<file path="src/rtl/wdsup_pkg.sv">
package wdsup_pkg;
   typedef enum logic [1:0] {
      WS_IDLE  = 2'd0,
      WS_PULSE = 2'd1,
      WS_FIRST = 2'd2,
      WS_WIN   = 2'd3
   } wd_state_e;

   typedef struct packed {
      logic read_miss;
      logic wd_fail;
   } fail_t;

   function automatic int max_of(input int a, input int b);
      return (a > b) ? a : b;
   endfunction
endpackage

</file>
<file path="src/rtl/wdsup_edge.sv">
module wdsup_edge #(
   parameter int STAGES = 2
) (
   input  logic clk,
   input  logic rst_n,
   input  logic d,
   output logic edge_p
);
   logic level;
   logic level_q;

   generate
      if (STAGES == 0) begin : g_direct
         assign level = d;
      end else begin : g_sync
         logic [STAGES-1:0] chain;
         always_ff @(posedge clk or negedge rst_n) begin
            if (!rst_n) chain <= '0;
            else        chain <= {chain[STAGES-2+((STAGES==1)?1:0):0], d};
         end
         assign level = chain[STAGES-1];
      end
   endgenerate

   always_ff @(posedge clk or negedge rst_n) begin
      if (!rst_n) level_q <= 1'b0;
      else        level_q <= level;
   end

   assign edge_p = level ^ level_q;
endmodule

</file>
<file path="src/rtl/wdsup_window.sv">
module wdsup_window
   import wdsup_pkg::*;
#(
   parameter int FIRST_MS   = 500,
   parameter int WIN_MIN_MS = 200,
   parameter int WIN_MAX_MS = 300,
   parameter int PW0_MS     = 20,
   parameter int PW1_MS     = 10,
   parameter int PW2_MS     = 5,
   parameter int PW3_MS     = 1,
   parameter int CW         = 10
) (
   input  logic       clk,
   input  logic       rst_n,
   input  logic       tick,
   input  logic       en,
   input  logic       trig_edge,
   input  logic [1:0] pw_sel,
   input  logic       host_read,
   input  logic       chg_flag,
   output logic       pulse,
   output fail_t      fail
);
   localparam logic [CW-1:0] K_FIRST = CW'(FIRST_MS);
   localparam logic [CW-1:0] K_MIN   = CW'(WIN_MIN_MS);
   localparam logic [CW-1:0] K_MAX   = CW'(WIN_MAX_MS);

   wd_state_e     state, nstate;
   logic [CW-1:0] cnt, ncnt;
   logic [CW-1:0] pw_len, npw;
   logic          seen;
   logic          accept;

   function automatic logic [CW-1:0] len_of(input logic [1:0] s);
      case (s)
         2'b00:   return CW'(PW0_MS);
         2'b01:   return CW'(PW1_MS);
         2'b10:   return CW'(PW2_MS);
         default: return CW'(PW3_MS);
      endcase
   endfunction

   always_comb begin
      nstate = state;
      ncnt   = cnt;
      npw    = pw_len;
      fail   = '0;
      accept = 1'b0;
      unique case (state)
         WS_IDLE: begin
            nstate = WS_FIRST;
            ncnt   = '0;
         end
         WS_PULSE: begin
            if (tick) begin
               if (cnt == pw_len - CW'(1)) begin
                  nstate = WS_FIRST;
                  ncnt   = '0;
               end else begin
                  ncnt = cnt + CW'(1);
               end
            end
         end
         WS_FIRST: begin
            if (trig_edge) begin
               accept = 1'b1;
               nstate = WS_WIN;
               ncnt   = '0;
            end else if (tick) begin
               if (cnt == K_FIRST) fail.wd_fail = 1'b1;
               else                ncnt = cnt + CW'(1);
            end
         end
         WS_WIN: begin
            if (trig_edge) begin
               if (cnt < K_MIN)               fail.wd_fail   = 1'b1;
               else if (chg_flag && !seen)    fail.read_miss = 1'b1;
               else begin
                  accept = 1'b1;
                  ncnt   = '0;
               end
            end else if (tick) begin
               if (cnt == K_MAX) fail.wd_fail = 1'b1;
               else              ncnt = cnt + CW'(1);
            end
         end
      endcase
      if (fail.wd_fail || fail.read_miss) begin
         nstate = WS_PULSE;
         ncnt   = '0;
         npw    = len_of(pw_sel);
      end
      if (!en) begin
         nstate = WS_IDLE;
         ncnt   = '0;
         fail   = '0;
         accept = 1'b0;
      end
   end

   always_ff @(posedge clk or negedge rst_n) begin
      if (!rst_n) begin
         state  <= WS_IDLE;
         cnt    <= '0;
         pw_len <= CW'(PW0_MS);
         seen   <= 1'b0;
      end else begin
         state  <= nstate;
         cnt    <= ncnt;
         pw_len <= npw;
         if (!en || accept) seen <= host_read;
         else if (host_read) seen <= 1'b1;
      end
   end

   assign pulse = (state == WS_PULSE);
endmodule

</file>
<file path="src/rtl/wdsup_errcnt.sv">
module wdsup_errcnt #(
   parameter int LIMIT = 5,
   parameter int ECW   = 3
) (
   input  logic           clk,
   input  logic           rst_n,
   input  logic           clr,
   input  logic           inc,
   output logic [ECW-1:0] count,
   output logic           hit
);
   localparam logic [ECW-1:0] K_LIM = ECW'(LIMIT);

   assign hit = inc && !clr && (count == K_LIM - ECW'(1));

   always_ff @(posedge clk or negedge rst_n) begin
      if (!rst_n)                      count <= '0;
      else if (clr)                    count <= '0;
      else if (inc && count != K_LIM)  count <= count + ECW'(1);
   end
endmodule

</file>
<file path="src/rtl/wdsup_top.sv">
module wdsup_top
   import wdsup_pkg::*;
#(
   parameter int FIRST_MS    = 500,
   parameter int WIN_MIN_MS  = 200,
   parameter int WIN_MAX_MS  = 300,
   parameter int PW0_MS      = 20,
   parameter int PW1_MS      = 10,
   parameter int PW2_MS      = 5,
   parameter int PW3_MS      = 1,
   parameter int FAIL_LIMIT  = 5,
   parameter int SYNC_STAGES = 2
) (
   input  logic                            clk,
   input  logic                            rst_n,
   input  logic                            tick_ms,
   input  logic                            wd_en,
   input  logic                            mode_entry,
   input  logic                            trig_in,
   input  logic [1:0]                      pw_sel,
   input  logic                            host_read,
   input  logic                            chg_flag,
   output logic                            rst_pulse,
   output logic                            stat_wd_fail,
   output logic                            stat_read_miss,
   output logic                            pwr_off_req,
   output logic                            standby_req,
   output logic [$clog2(FAIL_LIMIT+1)-1:0] wd_errs,
   output logic [$clog2(FAIL_LIMIT+1)-1:0] miss_errs
);
   localparam int ECW    = $clog2(FAIL_LIMIT + 1);
   localparam int PW_MAX = max_of(max_of(PW0_MS, PW1_MS), max_of(PW2_MS, PW3_MS));
   localparam int T_MAX  = max_of(max_of(FIRST_MS, WIN_MAX_MS), PW_MAX);
   localparam int CW     = $clog2(T_MAX + 2);

   generate
      if (WIN_MIN_MS < 1 || WIN_MIN_MS > WIN_MAX_MS) begin : g_bad_win
         $error("wdsup_top: window bounds out of order");
      end
      if (PW0_MS < 1 || PW1_MS < 1 || PW2_MS < 1 || PW3_MS < 1) begin : g_bad_pw
         $error("wdsup_top: pulse widths must be at least one tick");
      end
      if (FAIL_LIMIT < 1 || FIRST_MS < 1) begin : g_bad_lim
         $error("wdsup_top: limit and first deadline must be positive");
      end
   endgenerate

   logic           trig_edge;
   fail_t          fail;
   logic [1:0]     inc_v;
   logic [1:0]     hit_v;
   logic [ECW-1:0] cnt_v [2];

   wdsup_edge #(.STAGES(SYNC_STAGES)) u_edge (
      .clk    (clk),
      .rst_n  (rst_n),
      .d      (trig_in),
      .edge_p (trig_edge)
   );

   wdsup_window #(
      .FIRST_MS   (FIRST_MS),
      .WIN_MIN_MS (WIN_MIN_MS),
      .WIN_MAX_MS (WIN_MAX_MS),
      .PW0_MS     (PW0_MS),
      .PW1_MS     (PW1_MS),
      .PW2_MS     (PW2_MS),
      .PW3_MS     (PW3_MS),
      .CW         (CW)
   ) u_win (
      .clk       (clk),
      .rst_n     (rst_n),
      .tick      (tick_ms),
      .en        (wd_en),
      .trig_edge (trig_edge),
      .pw_sel    (pw_sel),
      .host_read (host_read),
      .chg_flag  (chg_flag),
      .pulse     (rst_pulse),
      .fail      (fail)
   );

   assign inc_v = {fail.read_miss, fail.wd_fail};

   for (genvar g = 0; g < 2; g++) begin : g_cnt
      wdsup_errcnt #(.LIMIT(FAIL_LIMIT), .ECW(ECW)) u_cnt (
         .clk   (clk),
         .rst_n (rst_n),
         .clr   (mode_entry),
         .inc   (inc_v[g]),
         .count (cnt_v[g]),
         .hit   (hit_v[g])
      );
   end

   assign wd_errs   = cnt_v[0];
   assign miss_errs = cnt_v[1];

   always_ff @(posedge clk or negedge rst_n) begin
      if (!rst_n) begin
         stat_wd_fail   <= 1'b0;
         stat_read_miss <= 1'b0;
         pwr_off_req    <= 1'b0;
         standby_req    <= 1'b0;
      end else begin
         if (fail.wd_fail)                 stat_wd_fail <= 1'b1;
         else if (host_read || mode_entry) stat_wd_fail <= 1'b0;
         if (fail.read_miss)               stat_read_miss <= 1'b1;
         else if (host_read || mode_entry) stat_read_miss <= 1'b0;
         if (mode_entry)                   pwr_off_req <= 1'b0;
         else if (|hit_v)                  pwr_off_req <= 1'b1;
         standby_req <= |hit_v;
      end
   end
endmodule

</file>
<file path="config.mk">
export PLATFORM = sky130hd
export DESIGN_NAME = wdsup_top
export DESIGN_NICKNAME = d
export VERILOG_FILES = /design/src/rtl/wdsup_pkg.sv /design/src/rtl/wdsup_edge.sv /design/src/rtl/wdsup_window.sv /design/src/rtl/wdsup_errcnt.sv /design/src/rtl/wdsup_top.sv
export SDC_FILE = /design/constraint.sdc
export NUM_CORES = 1
export LEC_CHECK = 0
export ABC_AREA = 1
export BUFFER_PORTS_ARGS = -buffer_cell sky130_fd_sc_hd__buf_2
export CORE_MARGIN = 10
export CORE_UTILIZATION = 58
export CTS_CLUSTER_SIZE = 40
export DETAILED_ROUTE_END_ITERATION = 7
export PLACE_DENSITY = 0.86
export SKIP_CTS_REPAIR_TIMING = 1
export SLEW_MARGIN = 15
export SYNTH_ARGS = -nofsm -noshare
export SYNTH_HDL_FRONTEND = slang
export SYNTH_HIERARCHICAL = 1
export SYNTH_SLANG_ARGS = --single-unit
</file>
<file path="constraint.sdc">
create_clock -name clk -period 2.3 [get_ports clk]
set_input_delay 0 -clock clk [delete_from_list [all_inputs] [get_ports clk]]
set_output_delay 0 -clock clk [all_outputs]
set_load 0.03 [all_outputs]
</file>
==> impl_metrics.csv, run 1 <==
group,metric,value,unit
synthesis,ys_ff_latch,29,
place,dp_slack,0.107,ns
detailed_routing,drt_iter0_drc,108,
finish,layout_commonest_cell,"nand2_1",
setup_path,crit_chain,"inv_2 > ha_2 > inv_1 > nor3_2 > ha_1 > nand2_1 > nand2_1 > nor2_1 > nand2_1 > nor2_1 > nand3_1 > nand2_1 > nand2_2 > nand2_4 > o21ai_1",
timing,finalWorstSetupSlack,0.183,ns
power_and_ir_drop,ir_drop,0.478,mV
global_routing,grt_pass1_wl,7160,µm
detailed_routing,final_antenna_net_count,0,
synthesis,ys.warnings.count,6,
setup_path,arrival,2.33,ns
detailed_routing,wl,4090,µm
clock_tree,cts_buffers,5,
global_routing,grt_start_max_net_pins,30,
synthesis,netlist_area,1980,µm²
worst_hold_path,hold_path_class,"in2reg",
clock_tree,clkTransAtPathRegs,0.09,ns
setup_path,crit_top_cell,"nand2_1",
finish,fin_util,68.0,%
power_and_ir_drop,powerDensity,669,nW/µm²
clock_tree,clk_latency,0.32,ns
global_routing,grt_pass1_vias,1691,
synthesis,synth_fp_nets,291,
status,status,"finished, final reports clean",
setup_path,reg2reg_to,"u_win/cnt[6]$_DFFE_PN0P_",
die,die_area,6140,µm²
power_and_ir_drop,power.total,1510,µW
clock_tree,clock_path_buffers,2,
timing,period_share,92.0,%
synthesis,synth_edf_count,0,
timing,period_needed,2.12,ns
timing,finalSetupViolCount,0,
timing,drv_slew,0,
die,ios,21,
detailed_routing,num_vias,1784,
die,initial_core_util,59.7,%
die,rows,21,
setup_path,start_kind,"register",
setup_path,cp-end-kind,"register",
die,die_w,78.4,µm
place,io_buffer_count,20,
place,dpl.hpwl,3070,µm
timing,fin_skew,0.00926,ns
die,die_h,78.4,µm
finish,layout_common_cells,"nand2_1, inv_1, dfrtp_1",
global_routing,antenna_found_initial,0,
finish,nNetsFinal,323,
setup_path,max_stage_delay,0.42,ns
detailed_routing,wire_per_inst,11.7,µm
detailed_routing,vias_per_cell,5.11,
die,core_area,3310,µm²
synthesis,async_flop_share,100,%
worst_hold_path,min_to,"u_win/state[0]$_DFFE_PN0P_",
setup_path,r2r_slack,0.18,ns
setup_path,critPathSlowestCell,"dfrtp_1",
clock_tree,root_buffer,"clkbuf_4",
finish,drive_above_1_share,18.5,%
timing,hold_viol,0,
timing,worstMarginPinSlew,0.636,ns
synthesis,synth_cells,271,
worst_hold_path,worstHoldStart,"tick_ms",
finish,syn_to_final_growth,13.9,%
setup_path,reg2regPathDepth,15,
global_routing,grt_usage,13.8,%
finish,layoutNonFillerInstCount,349,
global_routing,grt_overflow,0,
worst_hold_path,hold_depth,4,
synthesis,postSynthAreaPerCell,7.29,µm²
synthesis,yosysSeqAreaShare,36.9,%
setup_path,rr_startpoint,"u_win/pw_len[0]$_DFFE_PN0P_",
timing,timing.slew.headroom,57.6,%
finish,antennaDiodeCount,0,
clock_tree,cts.sinks,29,
place,gp_congestion,0.918,
clock_tree,cts_htree_levels,2,
synthesis,synth_top_flop_cell,"dfrtp_1",
synthesis,synthDistinctLibCells,32,
clock_tree,cts_tree,"done",
run,cap_violations,0,
setup_path,required,2.51,ns
detailed_routing,drc,0,
setup_path,critPathKind,"reg2reg",
power_and_ir_drop,p_leak,0.00119,µW
timing,fmax,0.472,GHz
detailed_routing,drtPass1Iterations,4,
place,dpl.cell_count,335,
setup_path,cp_max_fo,6,
## where the power goes
group	internal [µW]	switching [µW]
registers	580	61.4
clock network	144	160
logic	202	357
total	927	579
## per-stage QoR
| step | hold WS [ns] | instance area [µm²] | TNS, ns |
|---|---|---|---|
| finish | 0.0839 | 2250 | 0 |
| global route | 0.0844 | 2250 | -0.231 |
| CTS | -0.304 | 2170 | 0 |
| detailed placement | 0.0560 | 2110 | 0 |
| global placement | 0.0560 | 2110 | 0 |
| floorplan | -0.296 | 1980 | 0 |
## cells in the mapped netlist, types with 3 or more instances
| library cell | n | share of area (%) |
|---|---|---|
| inv_2 | 4 | 0.76 |
| nor3_1 | 5 | 1.3 |
| dfrtp_1 | 27 | 34 |
| nand2_4 | 3 | 1.7 |
| nand3_1 | 23 | 5.8 |
| o21ai_0 | 5 | 1.3 |
| nor2_1 | 22 | 4.2 |
| o21ai_1 | 5 | 1.3 |
| xor2_1 | 7 | 3.1 |
| nand4_1 | 10 | 3.2 |
| nand2_2 | 7 | 2.2 |
| a21oi_1 | 3 | 0.76 |
| nand2_1 | 80 | 15 |
| inv_1 | 40 | 7.6 |
| ha_1 | 10 | 6.3 |
## worst max-delay path by stage
stage,startpoint,endpoint,slack [ns],cells after the start
2_1_floorplan,u_win/pw_len[0]$_DFFE_PN0P_,u_win/cnt[0]$_DFFE_PN0P_,0.32,15
3_3_place_gp,u_win/pw_len[0]$_DFFE_PN0P_,u_win/cnt[3]$_DFFE_PN0P_,0.19,15
3_5_place_dp,u_win/pw_len[0]$_DFFE_PN0P_,u_win/cnt[6]$_DFFE_PN0P_,0.11,15
4_1_cts,u_win/pw_len[0]$_DFFE_PN0P_,u_win/cnt[6]$_DFFE_PN0P_,0.08,15
5_1_grt,u_win/pw_len[3]$_DFFE_PN0P_,u_win/cnt[6]$_DFFE_PN0P_,-0.04,15
6_report,u_win/pw_len[0]$_DFFE_PN0P_,u_win/cnt[6]$_DFFE_PN0P_,0.18,15
## layout make-up
| class | instances | area [µm²] |
|---|---|---|
| clock buffers | 7 | 55.1 |
| fillers | 291 | 1060 |
| inverters | 46 | 175 |
| multi-input cells | 193 | 1060 |
| flip-flops and latches | 29 | 728 |
| well taps | 46 | 57.6 |
| repair buffers | 28 | 178 |
## per-layer routing
metal	up-vias	wire length, µm	global-route usage [%]
li1	928	-	-
met3	9	224	3.64
met1	799	1860	16.7
met4	0	84	6.63
met5	-	0	0
met2	48	1910	22.1
## cell families after synthesis
family                     Yosys count  synth area share, %
and+or+nand+nor                    156                 37.4
DFF                                 29                 36.9
adders and majority gates           10                 6.33
buffers and inverters               49                 10.2
AOI/OAI and AO/OA                   20                 6.08
xor gates and xnor gates             7                 3.10
## worst max-delay path, delay by kind of cell, from the launching register on
family          cells  cell delay, ns
compound gates      1            0.08
fa+ha+maj           2            0.46
buf+inv             2            0.16
flops               1            0.42
simple gates       10            0.88
## state kept, by name, indices dropped and copies added (netlist names)
register,count
stat_read_miss,1
u_win/cnt,9
u_edge/g_sync.chain,2
standby_req,1
u_win/state,2
u_win/seen,1
pwr_off_req,1
u_win/pw_len,4
u_edge/level_q,1
g_cnt.u_cnt/count,6
stat_wd_fail,1
No activity file was read; power rests on OpenSTA's default activity.
==> run 2: changes to the inputs <==
--- a/config.mk
+++ b/config.mk
@@ -8,10 +8,10 @@
 export ABC_AREA = 1
 export BUFFER_PORTS_ARGS = -buffer_cell sky130_fd_sc_hd__buf_2
 export CORE_MARGIN = 10
-export CORE_UTILIZATION = 58
+export CORE_UTILIZATION = 35
 export CTS_CLUSTER_SIZE = 40
 export DETAILED_ROUTE_END_ITERATION = 7
-export PLACE_DENSITY = 0.86
+export PLACE_DENSITY = 0.59
 export SKIP_CTS_REPAIR_TIMING = 1
 export SLEW_MARGIN = 15
 export SYNTH_ARGS = -nofsm -noshare
==> run 2 against run 1 <==
  * The run now ends with negative hold slack left
  * Sequential power barely moved
  * Non-clock buffer count decreased by 1
  * Largest power group unchanged
  * Via count decreased by 2.4%
  * Largest cell class unchanged
  * Final area grew 2.8%
  * Combinational power up 2%
==> impl_metrics.csv, run 2 (synthesized netlist as in run 1, its figures left out) <==
group,metric,value,unit
status,status,"finished, violations left",
status,violations,"negative hold slack",
die,initial_core_util,35.9,%
timing,period_needed,2.09,ns
place,dpl.hpwl,3340,µm
timing,fin_skew,0.00727,ns
clock_tree,cts_htree_levels,2,
setup_path,reg2regPathDepth,15,
power_and_ir_drop,intPower,1040,µW
finish,regMostFlops,"u_win/cnt",
finish,final_area,2310,µm²
detailed_routing,wl,4310,µm
place,dpl_cell_area,2150,µm²
die,die_w,95.1,µm
finish,nNetsFinal,322,
die,core_area,5510,µm²
finish,layout_commonest_cell,"nand2_1",
global_routing,grt_pass1_vias,1693,
setup_path,required,2.46,ns
worst_hold_path,worstHoldStart,"pw_sel[0]",
detailed_routing,wire_per_inst,11.5,µm
worst_hold_path,hold_path_class,"in2reg",
detailed_routing,drt_iter0_drc,175,
timing,hold_viol,2,
setup_path,start_kind,"register",
timing,finalSetupViolCount,0,
power_and_ir_drop,powerDensity,709,nW/µm²
setup_path,crit_top_cell,"nand2_1",
timing,timing.slew.headroom,55.5,%
power_and_ir_drop,pwr-share-seq,39.0,%
detailed_routing,drtPass1Iterations,4,
global_routing,grt_overflow,0,
power_and_ir_drop,power_switching,602,µW
power_and_ir_drop,power_frac_comb,34.8,%
global_routing,grt_start_max_net_pins,30,
clock_tree,clkTransAtPathRegs,0.06,ns
worst_hold_path,hold_depth,4,
setup_path,arrival,2.25,ns
place,gp_congestion,0.929,
setup_path,critPathKind,"reg2reg",
power_and_ir_drop,ir_drop,0.363,mV
timing,fmax,0.479,GHz
run,cap_violations,0,
clock_tree,cts_buffers,5,
setup_path,r2r_slack,0.21,ns
die,die_area,9050,µm²
die,die_h,95.1,µm
detailed_routing,final_antenna_net_count,0,
die,ios,21,
timing,worstMarginPinSlew,0.668,ns
timing,drv_slew,0,
clock_tree,root_buffer,"clkbuf_8",
clock_tree,cts.sinks,29,
setup_path,critPathSlowestCell,"dfrtp_1",
setup_path,max_stage_delay,0.41,ns
detailed_routing,num_vias,1741,
timing,period_share,90.7,%
finish,drive_above_1_share,18.8,%
finish,largest_reg_flops,9,
die,rows,27,
setup_path,reg2reg_to,"u_win/cnt[3]$_DFFE_PN0P_",
worst_hold_path,min_to,"u_win/pw_len[4]$_DFFE_PN1P_",
global_routing,antenna_found_initial,0,
setup_path,rr_startpoint,"u_win/pw_len[0]$_DFFE_PN0P_",
setup_path,cp-end-kind,"register",
setup_path,crit_chain,"inv_2 > ha_4 > inv_1 > nor3_1 > ha_1 > nand2_1 > nand2_1 > nor2_1 > nand2_1 > nor2_1 > nand3_1 > nand2_2 > nand2_2 > nand2_4 > o21ai_1",
place,io_buffer_count,20,
clock_tree,clock_path_buffers,2,
power_and_ir_drop,p_leak,0.00120,µW
finish,syn_to_final_growth,17.0,%
timing,setup_tns,0,ns
power_and_ir_drop,power.share.switching,36.7,%
timing,hold_ws,-0.0305,ns
finish,antennaDiodeCount,0,
clock_tree,cts_tree,"done",
global_routing,grt_pass1_wl,7340,µm
power_and_ir_drop,clkPwrFrac,26.2,%
global_routing,grt_usage,10.1,%
detailed_routing,drc,0,
detailed_routing,vias_per_cell,4.64,
finish,nFillCells,589,
clock_tree,clk_latency,0.28,ns
setup_path,cp_max_fo,6,
finish,layout_common_cells,"nand2_1, inv_1, dfrtp_1",
finish,reg_top3,"u_win/cnt x9, g_cnt.u_cnt/count x6, u_win/pw_len x4",
[run 2: cell count changes in the layout (fill, tap and decap cells not counted), sizes merged]
| cell | delta |
|---|---|
| clkbuf | +1 |
| dlygate4sd3 | -2 |
| buf | +1 |
[run 2: how the worst max path moves through the flow]
stage                                     endpoint  slack [ns]                         from  cells after the start
final                     u_win/cnt[3]$_DFFE_PN0P_        0.21  u_win/pw_len[0]$_DFFE_PN0P_                     15
after detailed placement  u_win/cnt[0]$_DFFE_PN0P_        0.07  u_win/pw_len[0]$_DFFE_PN0P_                     15
after floorplan           u_win/cnt[0]$_DFFE_PN0P_        0.32  u_win/pw_len[0]$_DFFE_PN0P_                     15
after global placement    u_win/cnt[0]$_DFFE_PN0P_        0.15  u_win/pw_len[0]$_DFFE_PN0P_                     15
after CTS                 u_win/cnt[3]$_DFFE_PN0P_        0.06  u_win/pw_len[0]$_DFFE_PN0P_                     15
after global routing      u_win/cnt[0]$_DFFE_PN0P_       -0.01  u_win/pw_len[0]$_DFFE_PN0P_                     15
[run 2: through the flow]
stage | cells | util [%] | worst slack [ns] | hold slack [ns] | power (µW)
after floorplan | 271 | - | 0.325 | -0.296 | 1050
after global placement | 362 | 39.1 | 0.152 | 0.0852 | 1180
after detailed placement | 362 | 39.1 | 0.0684 | 0.0744 | 1180
after CTS | 370 | 40.8 | 0.0598 | -0.227 | 1620
after global routing | 375 | 42.0 | -0.0143 | 0.0114 | 1790
final | 375 | 42.0 | 0.213 | -0.0305 | 1640
[run 2: per-layer routing]
| metal | vias up | track usage (%) | wire [µm] | part of all wire, % |
|---|---|---|---|---|
| met4 | 0 | 3.74 | 55 | 1.3 |
| met1 | 798 | 12.3 | 2030 | 47 |
| met5 | - | 0 | 0 | 0 |
| li1 | 914 | - | - | - |
| met2 | 24 | 16.5 | 2040 | 47 |
| met3 | 5 | 2.83 | 184 | 4.3 |
[run 2: critical path, delay by kind of cell (launching register included)]
kind            cells  cell delay, ns
buf+inv             2            0.16
flops               1            0.41
fa+ha+maj           2            0.42
compound gates      1            0.08
simple gates       10            0.90
[run 2: power by group through the flow]
stage	Combinational (µW)	Clock (µW)	Sequential [µW]
final	570	430	639
after floorplan	418	0	633
after CTS	539	445	636
after global routing	679	467	647
after global placement	543	0	642
after detailed placement	536	0	646
[run 2: layout make-up]
cell class              instances  area [µm²]  share of cell area (%)
flip-flops and latches         29         728                    31.5
clock buffers                   8        90.1                    3.90
inverters                      46         175                    7.58
repair buffers                 27         165                    7.14
multi-input cells             193        1060                    46.0
well taps                      72        90.1                    3.90
==> run 3: changes to the inputs <==
--- a/config.mk
+++ b/config.mk
@@ -7,11 +7,13 @@
 export LEC_CHECK = 0
 export ABC_AREA = 1
 export BUFFER_PORTS_ARGS = -buffer_cell sky130_fd_sc_hd__buf_2
+export CELL_PAD_IN_SITES_DETAIL_PLACEMENT = 1
+export CELL_PAD_IN_SITES_GLOBAL_PLACEMENT = 1
 export CORE_MARGIN = 10
 export CORE_UTILIZATION = 35
 export CTS_CLUSTER_SIZE = 40
 export DETAILED_ROUTE_END_ITERATION = 7
-export PLACE_DENSITY = 0.59
+export PLACE_DENSITY = 0.74
 export SKIP_CTS_REPAIR_TIMING = 1
 export SLEW_MARGIN = 15
 export SYNTH_ARGS = -nofsm -noshare
==> run 3 against run 2 <==
  * The flow still finishes with violations (negative hold slack)
  * Clock-buffer cell count down 1
  * Die area unchanged
  * Via count up 4.0%
  * Flip-flop and latch count unchanged
  * Final area up 1.2%
  * Non-clock buffer count up 2
  * Clock power up 9.3%
  * Routed wire length up 18%
  * First-iteration DRC count down 66%
  * Power up 6.2%
  * Largest cell class unchanged
==> impl_metrics.csv, run 3 (synthesized netlist as in run 1, its figures left out) <==
group,metric,value,unit
status,status,"finished, violations left",
status,violations,"negative hold slack",
clock_tree,root_buffer,"clkbuf_8",
clock_tree,cts_tree,"done",
detailed_routing,drt_iter0_drc,59,
power_and_ir_drop,pwr-share-seq,36.8,%
global_routing,grt_use_met1,13.9,%
global_routing,grt_start_max_net_pins,30,
global_routing,grt_overflow,0,
clock_tree,clk_latency,0.28,ns
timing,drv_slew,0,
timing,timing.slew.headroom,53.0,%
worst_hold_path,hold_depth,4,
finish,drive_above_1_share,20.0,%
place,dpl.hpwl,3860,µm
clock_tree,cts_htree_levels,2,
setup_path,crit_chain,"inv_2 > ha_4 > inv_1 > nor3_2 > ha_1 > nand2_1 > nand2_1 > nor2_1 > nand2_1 > nor2_1 > nand3_1 > nand2_1 > nand2_2 > nand2_4 > o21ai_1",
place,io_buffer_count,20,
finish,antennaDiodeCount,0,
power_and_ir_drop,power.total,1740,µW
global_routing,grt_use_met2,19.0,%
finish,largest_reg_flops,9,
clock_tree,cts_buffers,5,
setup_path,start_kind,"register",
die,die_h,95.1,µm
power_and_ir_drop,clkPwrFrac,27.0,%
place,gp_congestion,0.754,
finish,nFillCells,722,
timing,setup_tns,0,ns
setup_path,critPathKind,"reg2reg",
setup_path,reg2regPathDepth,15,
detailed_routing,final_antenna_net_count,0,
setup_path,cp_max_fo,6,
global_routing,grt_pass1_wl,8310,µm
power_and_ir_drop,powerDensity,744,nW/µm²
setup_path,critPathSlowestCell,"dfrtp_1",
timing,period_share,89.6,%
die,die_w,95.1,µm
place,dpl.cell_count,362,
die,core_area,5510,µm²
timing,fin_skew,0.00754,ns
timing,worstMarginPinSlew,0.704,ns
power_and_ir_drop,intPower,1090,µW
timing,finalSetupViolCount,0,
power_and_ir_drop,power.share.switching,37.4,%
setup_path,arrival,2.22,ns
power_and_ir_drop,power_frac_comb,36.2,%
die,initial_core_util,35.9,%
timing,hold_viol,1,
timing,fmax,0.485,GHz
run,cap_violations,0,
worst_hold_path,hold_path_class,"in2reg",
timing,finalWorstSetupSlack,0.239,ns
detailed_routing,vias_per_cell,4.80,
detailed_routing,wire_per_inst,13.5,µm
finish,nNetsFinal,324,
finish,reg_top3,"u_win/cnt x9, g_cnt.u_cnt/count x6, u_win/pw_len x4",
die,ios,21,
finish,regMostFlops,"u_win/cnt",
global_routing,grt_usage,11.5,%
power_and_ir_drop,p_leak,0.00122,µW
setup_path,cp-end-kind,"register",
setup_path,required,2.46,ns
place,dp_slack,0.0590,ns
timing,hold_ws,-0.0138,ns
finish,layout_common_cells,"nand2_1, inv_1, dfrtp_1",
finish,multi_input_area,1070,µm²
die,die_area,9050,µm²
clock_tree,clkTransAtPathRegs,0.07,ns
global_routing,antenna_found_initial,0,
timing,grt_setup_unrepaired,"false",
setup_path,crit_top_cell,"nand2_1",
clock_tree,cts.sinks,29,
finish,layout_commonest_cell,"nand2_1",
global_routing,grt_pass1_vias,1780,
timing,period_needed,2.06,ns
setup_path,max_stage_delay,0.41,ns
detailed_routing,drtPass1Iterations,4,
global_routing,grt.busiest_layer,"met2",
detailed_routing,num_vias,1810,
finish,layoutNonFillerInstCount,377,
detailed_routing,wl,5090,µm
clock_tree,clock_path_buffers,2,
detailed_routing,drc,0,
die,rows,27,
power_and_ir_drop,ir_drop,0.279,mV
finish,regArea,728,µm²
global_routing,grt_use_met3,2.99,%
power_and_ir_drop,power_switching,652,µW
finish,syn_to_final_growth,18.5,%
-- run 3: cell types whose count changed in the layout (fill, tap and decap cells not counted), sizes merged --
cell	before	now
clkbuf	8	7
buf	22	24
clkinv	1	2
-- run 3: power groups by stage --
stage	sequential (µW)	combinational [µW]	clock (µW)
floorplan	633	418	0
global placement	641	551	0
detailed placement	647	562	0
CTS	637	565	489
global route	647	727	507
finish	640	631	470
-- run 3: cell type report --
class | count | share of cell area [%]
Multi-Input combinational cell | 193 | 45.5
Sequential cell | 29 | 31.1
Clock inverter | 1 | 0.214
Tap cell | 72 | 3.85
Clock buffer | 7 | 4.12
Inverter | 46 | 7.48
Timing Repair Buffer | 29 | 7.70
-- run 3: path summary, 6_finish.rpt --
path / startpoint / slack, ns / endpoint
setup / recovery: u_win/pw_len[3]$_DFFE_PN0P_ / 0.24 / u_win/cnt[4]$_DFFE_PN0P_
hold / removal: pw_sel[0] / -0.01 / u_win/pw_len[4]$_DFFE_PN1P_
setup reg to reg: u_win/pw_len[3]$_DFFE_PN0P_ / 0.24 / u_win/cnt[4]$_DFFE_PN0P_
hold reg to reg: u_edge/g_sync.chain[0]$_DFF_PN0_ / 0.36 / u_edge/g_sync.chain[1]$_DFF_PN0_
max in group asynchronous: rst_n / 1.53 / u_win/cnt[8]$_DFFE_PN0P_
min in group asynchronous: rst_n / 0.30 / u_win/cnt[3]$_DFFE_PN0P_
-- run 3: metal layers --
metal,wire (µm),vias to the layer above,part of all wire [%]
met5,0,-,0
li1,-,919,-
met3,171,7,3.4
met2,2470,24,48
met1,2360,860,46
met4,93,0,1.8
-- run 3: worst max-delay path, delay by kind of cell, from the launching register on --
kind	cells	cell delay [ns]
flops	1	0.41
simple gates	10	0.87
buf+inv	2	0.16
compound gates	1	0.09
fa+ha+maj	2	0.41
-- run 3: per-stage QoR --
step / hold slack, ns / util [%] / instance area [µm²]
final: -0.0138 / 42.5 / 2340
after global routing: 0.00829 / 42.5 / 2340
after CTS: -0.212 / 41.0 / 2260
after detailed placement: 0.0946 / 39.1 / 2150
after global placement: 0.0865 / 39.1 / 2150
after floorplan: -0.296 / - / 1980
